File: src/rtl/qdc_pkg.sv
// Shared types for the quadrature counter.
package qdc_pkg;
    // Result of comparing the present phase state with the last one.
    typedef enum logic [1:0] {
        STEP_NONE = 2'd0,
        STEP_UP   = 2'd1,
        STEP_DOWN = 2'd2,
        STEP_BAD  = 2'd3
    } step_t;
endpackage

File: src/rtl/qdc_sync.sv
// Tick-paced input conditioning: two synchronizer flops per line plus a
// "last" flop, so edge logic can compare now against last.
// Assumes all lines may be asynchronous to clk; stages advance only on tick.
module qdc_sync #(
    parameter int NLINES = 3
) (
    input  logic              clk,
    input  logic              rst_n,
    input  logic              tick,
    input  logic [NLINES-1:0] raw,
    output logic [NLINES-1:0] now,
    output logic [NLINES-1:0] last
);
    for (genvar i = 0; i < NLINES; i++) begin : g_line
        logic s1, s2, sl;
        // Shift the line through its three stages on each tick.
        always_ff @(posedge clk) begin
            if (!rst_n) begin
                s1 <= 1'b0;
                s2 <= 1'b0;
                sl <= 1'b0;
            end else if (tick) begin
                s1 <= raw[i];
                s2 <= s1;
                sl <= s2;
            end
        end
        assign now[i]  = s2;
        assign last[i] = sl;
    end
endmodule

File: src/rtl/qdc_decode.sv
// Four-times quadrature decoder: classifies a change of the {A,B} state
// as one step up, one step down, none, or an illegal double change.
// Assumes now/last come from the tick-paced synchronizer.
module qdc_decode
    import qdc_pkg::*;
(
    input  logic  a_now,
    input  logic  b_now,
    input  logic  a_last,
    input  logic  b_last,
    output step_t step
);
    logic a_chg, b_chg;
    assign a_chg = a_now ^ a_last;
    assign b_chg = b_now ^ b_last;

    // Pick the step from which phases moved and the phase relation.
    always_comb begin
        if (a_chg && b_chg)
            step = STEP_BAD;
        else if (a_chg || b_chg)
            step = (a_now ^ b_last) ? STEP_UP : STEP_DOWN;
        else
            step = STEP_NONE;
    end
endmodule

File: src/rtl/qdc_index.sv
// Index clear control: holds the control bits, tracks whether a zero was
// loaded, detects the selected index edge and keeps a clear pending until
// the next tick consumes it. Assumes z_now/z_last are tick-paced.
module qdc_index (
    input  logic clk,
    input  logic rst_n,
    input  logic tick,
    input  logic z_now,
    input  logic z_last,
    input  logic ld_we,
    input  logic ld_zero,
    input  logic cfg_we,
    input  logic cfg_idx_en,
    input  logic cfg_idx_rise,
    input  logic cfg_x4_free,
    output logic clear_fire
);
    logic en_q, rise_q, x4_q, zero_q, pend_q, armed, z_edge;

    // Capture control bits on a control write.
    always_ff @(posedge clk) begin
        if (!rst_n) begin
            en_q   <= 1'b0;
            rise_q <= 1'b0;
            x4_q   <= 1'b0;
        end else if (cfg_we) begin
            en_q   <= cfg_idx_en;
            rise_q <= cfg_idx_rise;
            x4_q   <= cfg_x4_free;
        end
    end

    // Remember whether the most recent load value was zero.
    always_ff @(posedge clk) begin
        if (!rst_n)
            zero_q <= 1'b0;
        else if (ld_we)
            zero_q <= ld_zero;
    end

    assign armed  = en_q && x4_q && zero_q;
    assign z_edge = rise_q ? (z_now && !z_last) : (!z_now && z_last);

    // Hold a detected edge until the following tick uses it.
    always_ff @(posedge clk) begin
        if (!rst_n || !armed)
            pend_q <= 1'b0;
        else if (tick)
            pend_q <= pend_q ? 1'b0 : z_edge;
    end

    assign clear_fire = pend_q && tick;

    // a pending clear is always gone after the tick that consumes it.
    assert_pending_consumed_R8: assert property (@(posedge clk) disable iff (!rst_n)
        (pend_q && tick) |=> !pend_q);
    // nothing stays pending while the clear is disarmed.
    assert_disarmed_idle_R6: assert property (@(posedge clk) disable iff (!rst_n)
        (!armed && !cfg_we && !ld_we) |=> !pend_q);
endmodule

File: src/rtl/qdc_index_counter.sv
// Free-running 16-bit quadrature position counter with index clear and
// wrap interrupt. Assumes tick is a single-cycle count-source enable.
module qdc_index_counter
    import qdc_pkg::*;
#(
    parameter int CNT_W = 16
) (
    input  logic             clk,
    input  logic             rst_n,
    input  logic             tick,
    input  logic             phase_a,
    input  logic             phase_b,
    input  logic             index_in,
    input  logic             ld_we,
    input  logic [CNT_W-1:0] ld_val,
    input  logic             cfg_we,
    input  logic             cfg_idx_en,
    input  logic             cfg_idx_rise,
    input  logic             cfg_x4_free,
    output logic [CNT_W-1:0] count,
    output logic             irq,
    output logic             err
);
    localparam logic [CNT_W-1:0] CNT_MAX = {CNT_W{1'b1}};
    localparam logic [CNT_W-1:0] CNT_ONE = {{(CNT_W-1){1'b0}}, 1'b1};

    logic [2:0] ln_now, ln_last;
    step_t      step;
    logic       clear_fire, wrap_now, wrap_evt, irq_again;

    qdc_sync #(.NLINES(3)) u_sync (
        .clk  (clk),
        .rst_n(rst_n),
        .tick (tick),
        .raw  ({index_in, phase_b, phase_a}),
        .now  (ln_now),
        .last (ln_last)
    );

    qdc_decode u_dec (
        .a_now (ln_now[0]),
        .b_now (ln_now[1]),
        .a_last(ln_last[0]),
        .b_last(ln_last[1]),
        .step  (step)
    );

    qdc_index u_idx (
        .clk         (clk),
        .rst_n       (rst_n),
        .tick        (tick),
        .z_now       (ln_now[2]),
        .z_last      (ln_last[2]),
        .ld_we       (ld_we),
        .ld_zero     (ld_val == '0),
        .cfg_we      (cfg_we),
        .cfg_idx_en  (cfg_idx_en),
        .cfg_idx_rise(cfg_idx_rise),
        .cfg_x4_free (cfg_x4_free),
        .clear_fire  (clear_fire)
    );

    assign wrap_now = (step == STEP_UP && count == CNT_MAX) ||
                      (step == STEP_DOWN && count == '0);
    assign wrap_evt = tick && !ld_we && wrap_now;

    // Update the count: load first, then index clear, then a step.
    always_ff @(posedge clk) begin
        if (!rst_n)
            count <= '0;
        else if (ld_we)
            count <= ld_val;
        else if (tick) begin
            if (clear_fire)
                count <= '0;
            else if (step == STEP_UP)
                count <= count + CNT_ONE;
            else if (step == STEP_DOWN)
                count <= count - CNT_ONE;
        end
    end

    // Keep the illegal-transition flag until software loads the counter.
    always_ff @(posedge clk) begin
        if (!rst_n || ld_we)
            err <= 1'b0;
        else if (tick && step == STEP_BAD)
            err <= 1'b1;
    end

    // Pulse irq on a wrap; repeat it once when a clear coincides.
    always_ff @(posedge clk) begin
        if (!rst_n) begin
            irq       <= 1'b0;
            irq_again <= 1'b0;
        end else begin
            irq       <= wrap_evt || irq_again;
            irq_again <= wrap_evt && clear_fire;
        end
    end

    // the count holds on cycles with no tick and no load.
    assert_hold_no_tick_R10: assert property (@(posedge clk) disable iff (!rst_n)
        (!tick && !ld_we) |=> $stable(count));
    // a tick moves the count by at most one.
    assert_step_by_one_R3: assert property (@(posedge clk) disable iff (!rst_n)
        (tick && !ld_we && !clear_fire) |=>
            (count == $past(count) || count == $past(count) + CNT_ONE ||
             count == $past(count) - CNT_ONE));
    // a fired clear leaves zero in the counter.
    assert_clear_zero_R8: assert property (@(posedge clk) disable iff (!rst_n)
        (clear_fire && !ld_we) |=> (count == '0));
    // err is sticky until a load.
    assert_err_sticky_R4: assert property (@(posedge clk) disable iff (!rst_n)
        (err && !ld_we) |=> err);
    // an interrupt request only follows a tick by one or two cycles.
    assert_irq_after_tick_R5: assert property (@(posedge clk) disable iff (!rst_n)
        irq |-> ($past(tick) || $past(tick, 2)));
endmodule

File: config.mk
export PLATFORM = sky130hd
export DESIGN_NAME = qdc_index_counter
export DESIGN_NICKNAME = d
export VERILOG_FILES = /design/src/rtl/qdc_pkg.sv /design/src/rtl/qdc_sync.sv /design/src/rtl/qdc_decode.sv /design/src/rtl/qdc_index.sv /design/src/rtl/qdc_index_counter.sv
export SDC_FILE = /design/constraint.sdc
export NUM_CORES = 1
export LEC_CHECK = 0
export CAP_MARGIN = 40
export CELL_PAD_IN_SITES_DETAIL_PLACEMENT = 0
export CELL_PAD_IN_SITES_GLOBAL_PLACEMENT = 1
export CORE_ASPECT_RATIO = 1.2
export CORE_UTILIZATION = 39
export DETAILED_ROUTE_END_ITERATION = 6
export GPL_ROUTABILITY_DRIVEN = 0
export GPL_TIMING_DRIVEN = 1
export PLACE_DENSITY_LB_ADDON = 0.1
export RECOVER_POWER = 25
export REMOVE_ABC_BUFFERS = 1
export SYNTH_ARGS = -nofsm -noshare
export SYNTH_HDL_FRONTEND = slang
export SYNTH_SLANG_ARGS = --single-unit
File: constraint.sdc
create_clock -name clk -period 4.25 [get_ports clk]
set_clock_uncertainty 0.05 [all_clocks]
set_input_delay 0.425 -clock clk [delete_from_list [all_inputs] [get_ports clk]]
set_output_delay 0.425 -clock clk [all_outputs]
set_load 0.1 [all_outputs]
==> flow_summary.yaml <==
route:
  wl_per_cell_um: 16.4
  vias_per_cell: 5.73
  initialDrtViolationCount: 121
  dr.pass1.iters: 4
  drtAntennaViolNets: 0
  route.detailed.drc: 0
  drt-total-wl_um: 7220
  num_vias: 2515
clock_tree:
  cts-root-buf: "clkbuf_8"
  htree_levels: 2
  hold_buffers: 0
  post_cts_buffers: 0
  cts-buffers-inserted: 5
  cts.sinks: 33
  cts_resized: 0
  cts_buffer_depth: 2
  cts_tree: "yes"
  cts.clk_slew.worst_paths_ns: 0.07
  clock_latency_ns: 0.29
hold_path:
  hp-start: "irq_again"
  hold_depth: 1
  min_path_type: "flip-flop to flip-flop"
  holdPathEnd: "irq"
synth:
  async_flop_share_pct: 0
  ys.flop_type: "dfxtp_1"
  ys_seq_area_share_pct: 27.5
  syn-instance-count: 295
  synth_edf_count: 0
  syn_avg_cell_area_um2: 8.13
  yosysUniqueCellTypes: 59
  synth_area_um2: 2400
  yosysWarnings: 0
  ys_seq_elements: 33
floorplanning:
  core_um2: 5780
  rows: 30
  die-area_um2: 6470
  chipWidth_um: 73.6
  die_y_um: 87.9
  ioPinCount: 45
  initial_core_util_pct: 41.5
run:
  timing.max_cap.violations: 0
setup_path:
  critPathBufInv: 1
  cp_top_family: "compound AO/OA/AOI/OAI gates"
  critPathMostFrequentCell: "ha_1"
  slowest_stage: "or4b_1"
  start_kind: "flip-flop"
  crit_chain: "nor2_1, a21o_1, o21a_1, ha_1, inv_1, ha_1, a21oi_2, a21oi_1, o31a_1, or4b_1, nand3_1"
  worstPathArrival_ns: 3.53
  cp_data_required_time_ns: 4.44
  r2r_cells: 11
  path_class: "flip-flop to flip-flop"
  regToRegSetupSlack_ns: 0.91
  critPathMaxFanout: 17
  reg2reg_to: "count[10]"
  r2r_start: "u_sync.g_line[0].sl"
  setup.worst_path.end_class: "flip-flop"
  slowest_delay_ns: 0.50
sta:
  rsz0062_at_grt: "false"
  tightest_slew_ns: 0.988
  finalHoldViolations: 0
  finalMaxSlewViolations: 0
  layout_min_cycle_time_ns: 3.34
  max_freq_mhz: 299
  slew_headroom_pct: 34.1
  finalSetupViolCount: 0
  final.setup.worst_slack_ns: 0.907
  period_share_pct: 78.7
  tns_ns: 0
  whs_ns: 0.387
final_layout:
  syn2layout_area_growth_pct: 36.9
  insertedDiodeCount: 0
  fin_nets: 404
  finalInstanceArea_um2: 3280
  drive_gt1_share_pct: 10.6
power:
  p_leak_nw: 1.34
  p_sw_mw: 0.563
  ir_drop_v: 0.000227
  combPwrFrac_pct: 52.4
  pwr-share-clk_pct: 18.2
  p_per_area_nw_per_um2: 388
  p_int_mw: 0.713
  p_seq_share_pct: 29.4
  netSwitchingFraction_pct: 44.1
placed_design:
  io_buffer_count: 44
  hpwl_um: 5510
  place_area_um2: 3210
  pre_cts_ws_ns: 0.948
global_route:
  grt_overflow: 0
  grt_usage_pct: 24.3
  grt_antenna_before_repair: 0
  grt_pass1_wl_um: 11800
  grt_start_max_net_pins: 23
  grt_pass1_vias: 2452
status:
  outcome: "completed"
through the flow:
step	power (mW)	std cells	util, %
6_report	1.28	439	56.8
5_1_grt	1.35	439	56.8
4_1_cts	1.28	439	56.9
3_5_place_dp	1.05	431	55.5
3_3_place_gp	0.978	413	50.8
2_1_floorplan	0.812	282	-
kinds of logic after synthesis:
logic type,Yosys count,share of synthesized area [%]
adders and majority gates,19,10.2
muxes,16,6.68
AOI/OAI and AO/OA,90,26.3
xor gates and xnor gates,6,2.19
DFF,33,27.5
buffers and inverters,21,3.44
and+or+nand+nor,110,23.6
worst max path at each step:
stage | slack, ns | endpoint | startpoint | cells past startpoint
2_1_floorplan | 1.27 | count[10] | u_sync.g_line[0].sl | 11
3_3_place_gp | 1.02 | count[10] | u_sync.g_line[0].sl | 11
3_5_place_dp | 0.95 | count[10] | u_sync.g_line[0].sl | 11
4_1_cts | 0.93 | count[10] | u_sync.g_line[0].sl | 11
5_1_grt | 0.61 | count[9] | u_sync.g_line[0].sl | 11
6_report | 0.91 | count[10] | u_sync.g_line[0].sl | 11
layout make-up:
| type | instances | area, um2 |
|---|---|---|
| clock buffer | 6 | 72.6 |
| clock inverter | 2 | 10.0 |
| fill | 586 | 2500 |
| inverter | 8 | 30.0 |
| multi-input combinational | 241 | 1660 |
| sequential | 33 | 661 |
| tap | 80 | 100 |
| timing repair buffer | 69 | 756 |
cells in the mapped netlist, types with 3 or more instances:
cell / instances / area [um2]
dfxtp_1: 33 / 661
nor2_1: 26 / 97.6
nand2_1: 22 / 82.6
a21oi_1: 20 / 100
ha_1: 18 / 225
mux2i_1: 16 / 160
o21ai_0: 16 / 80.1
nand3_1: 11 / 55.1
nand4_1: 10 / 62.6
nor3_1: 10 / 50.1
nor4_1: 10 / 62.6
clkbuf_1: 8 / 30.0
inv_1: 8 / 30.0
a21o_1: 7 / 52.6
a221oi_1: 7 / 61.3
o211ai_1: 5 / 37.5
o21a_1: 5 / 37.5
a31oi_1: 4 / 25.0
xor2_1: 4 / 35.0
a211oi_1: 3 / 22.5
a22o_1: 3 / 26.3
buf_2: 3 / 15.0
power by group through the flow:
stage | Combinational [mW] | Clock [mW] | Sequential (mW)
global placement | 0.596 | 0 | 0.382
global route | 0.722 | 0.254 | 0.379
detailed placement | 0.664 | 0 | 0.382
finish | 0.668 | 0.233 | 0.375
CTS | 0.666 | 0.242 | 0.375
floorplan | 0.290 | 0 | 0.522
state kept, by name, summed over array words and instances, names as in the netlist:
signal            cells
u_sync.g_line.s1      3
count                16
irq_again             1
err                   1
u_idx.zero_q          1
u_idx.en_q            1
u_sync.g_line.sl      3
u_idx.x4_q            1
u_sync.g_line.s2      3
irq                   1
u_idx.rise_q          1
u_idx.pend_q          1
layout by cell type (no fill, tap or decap), types with 4 or more instances in the layout:
master           Yosys  layout
buf_4                0       5
nor2_1              26      26
a31oi_1              4       4
nor4_1              10      10
o21a_1               5       5
xor2_1               4       4
o21ai_0             16      16
nand3_1             11      11
a21oi_1             20      20
mux2i_1             16      16
nand2_1             22      22
ha_1                18      18
a21o_1               7       7
dfxtp_1             33      33
nand4_1             10      10
nor3_1              10      10
clkdlybuf4s50_1      0      42
o211ai_1             5       5
a221oi_1             7       7
buf_8                0      18
clkbuf_8             0       5
inv_1                8       8
layer usage:
metal / GRT usage [%] / part of all wire, %
met1: 30.6 / 44
met2: 41.0 / 49
met3: 3.80 / 4.4
met4: 10.3 / 2.7
met5: 0 / 0
Power figures use the tool's default switching activity.
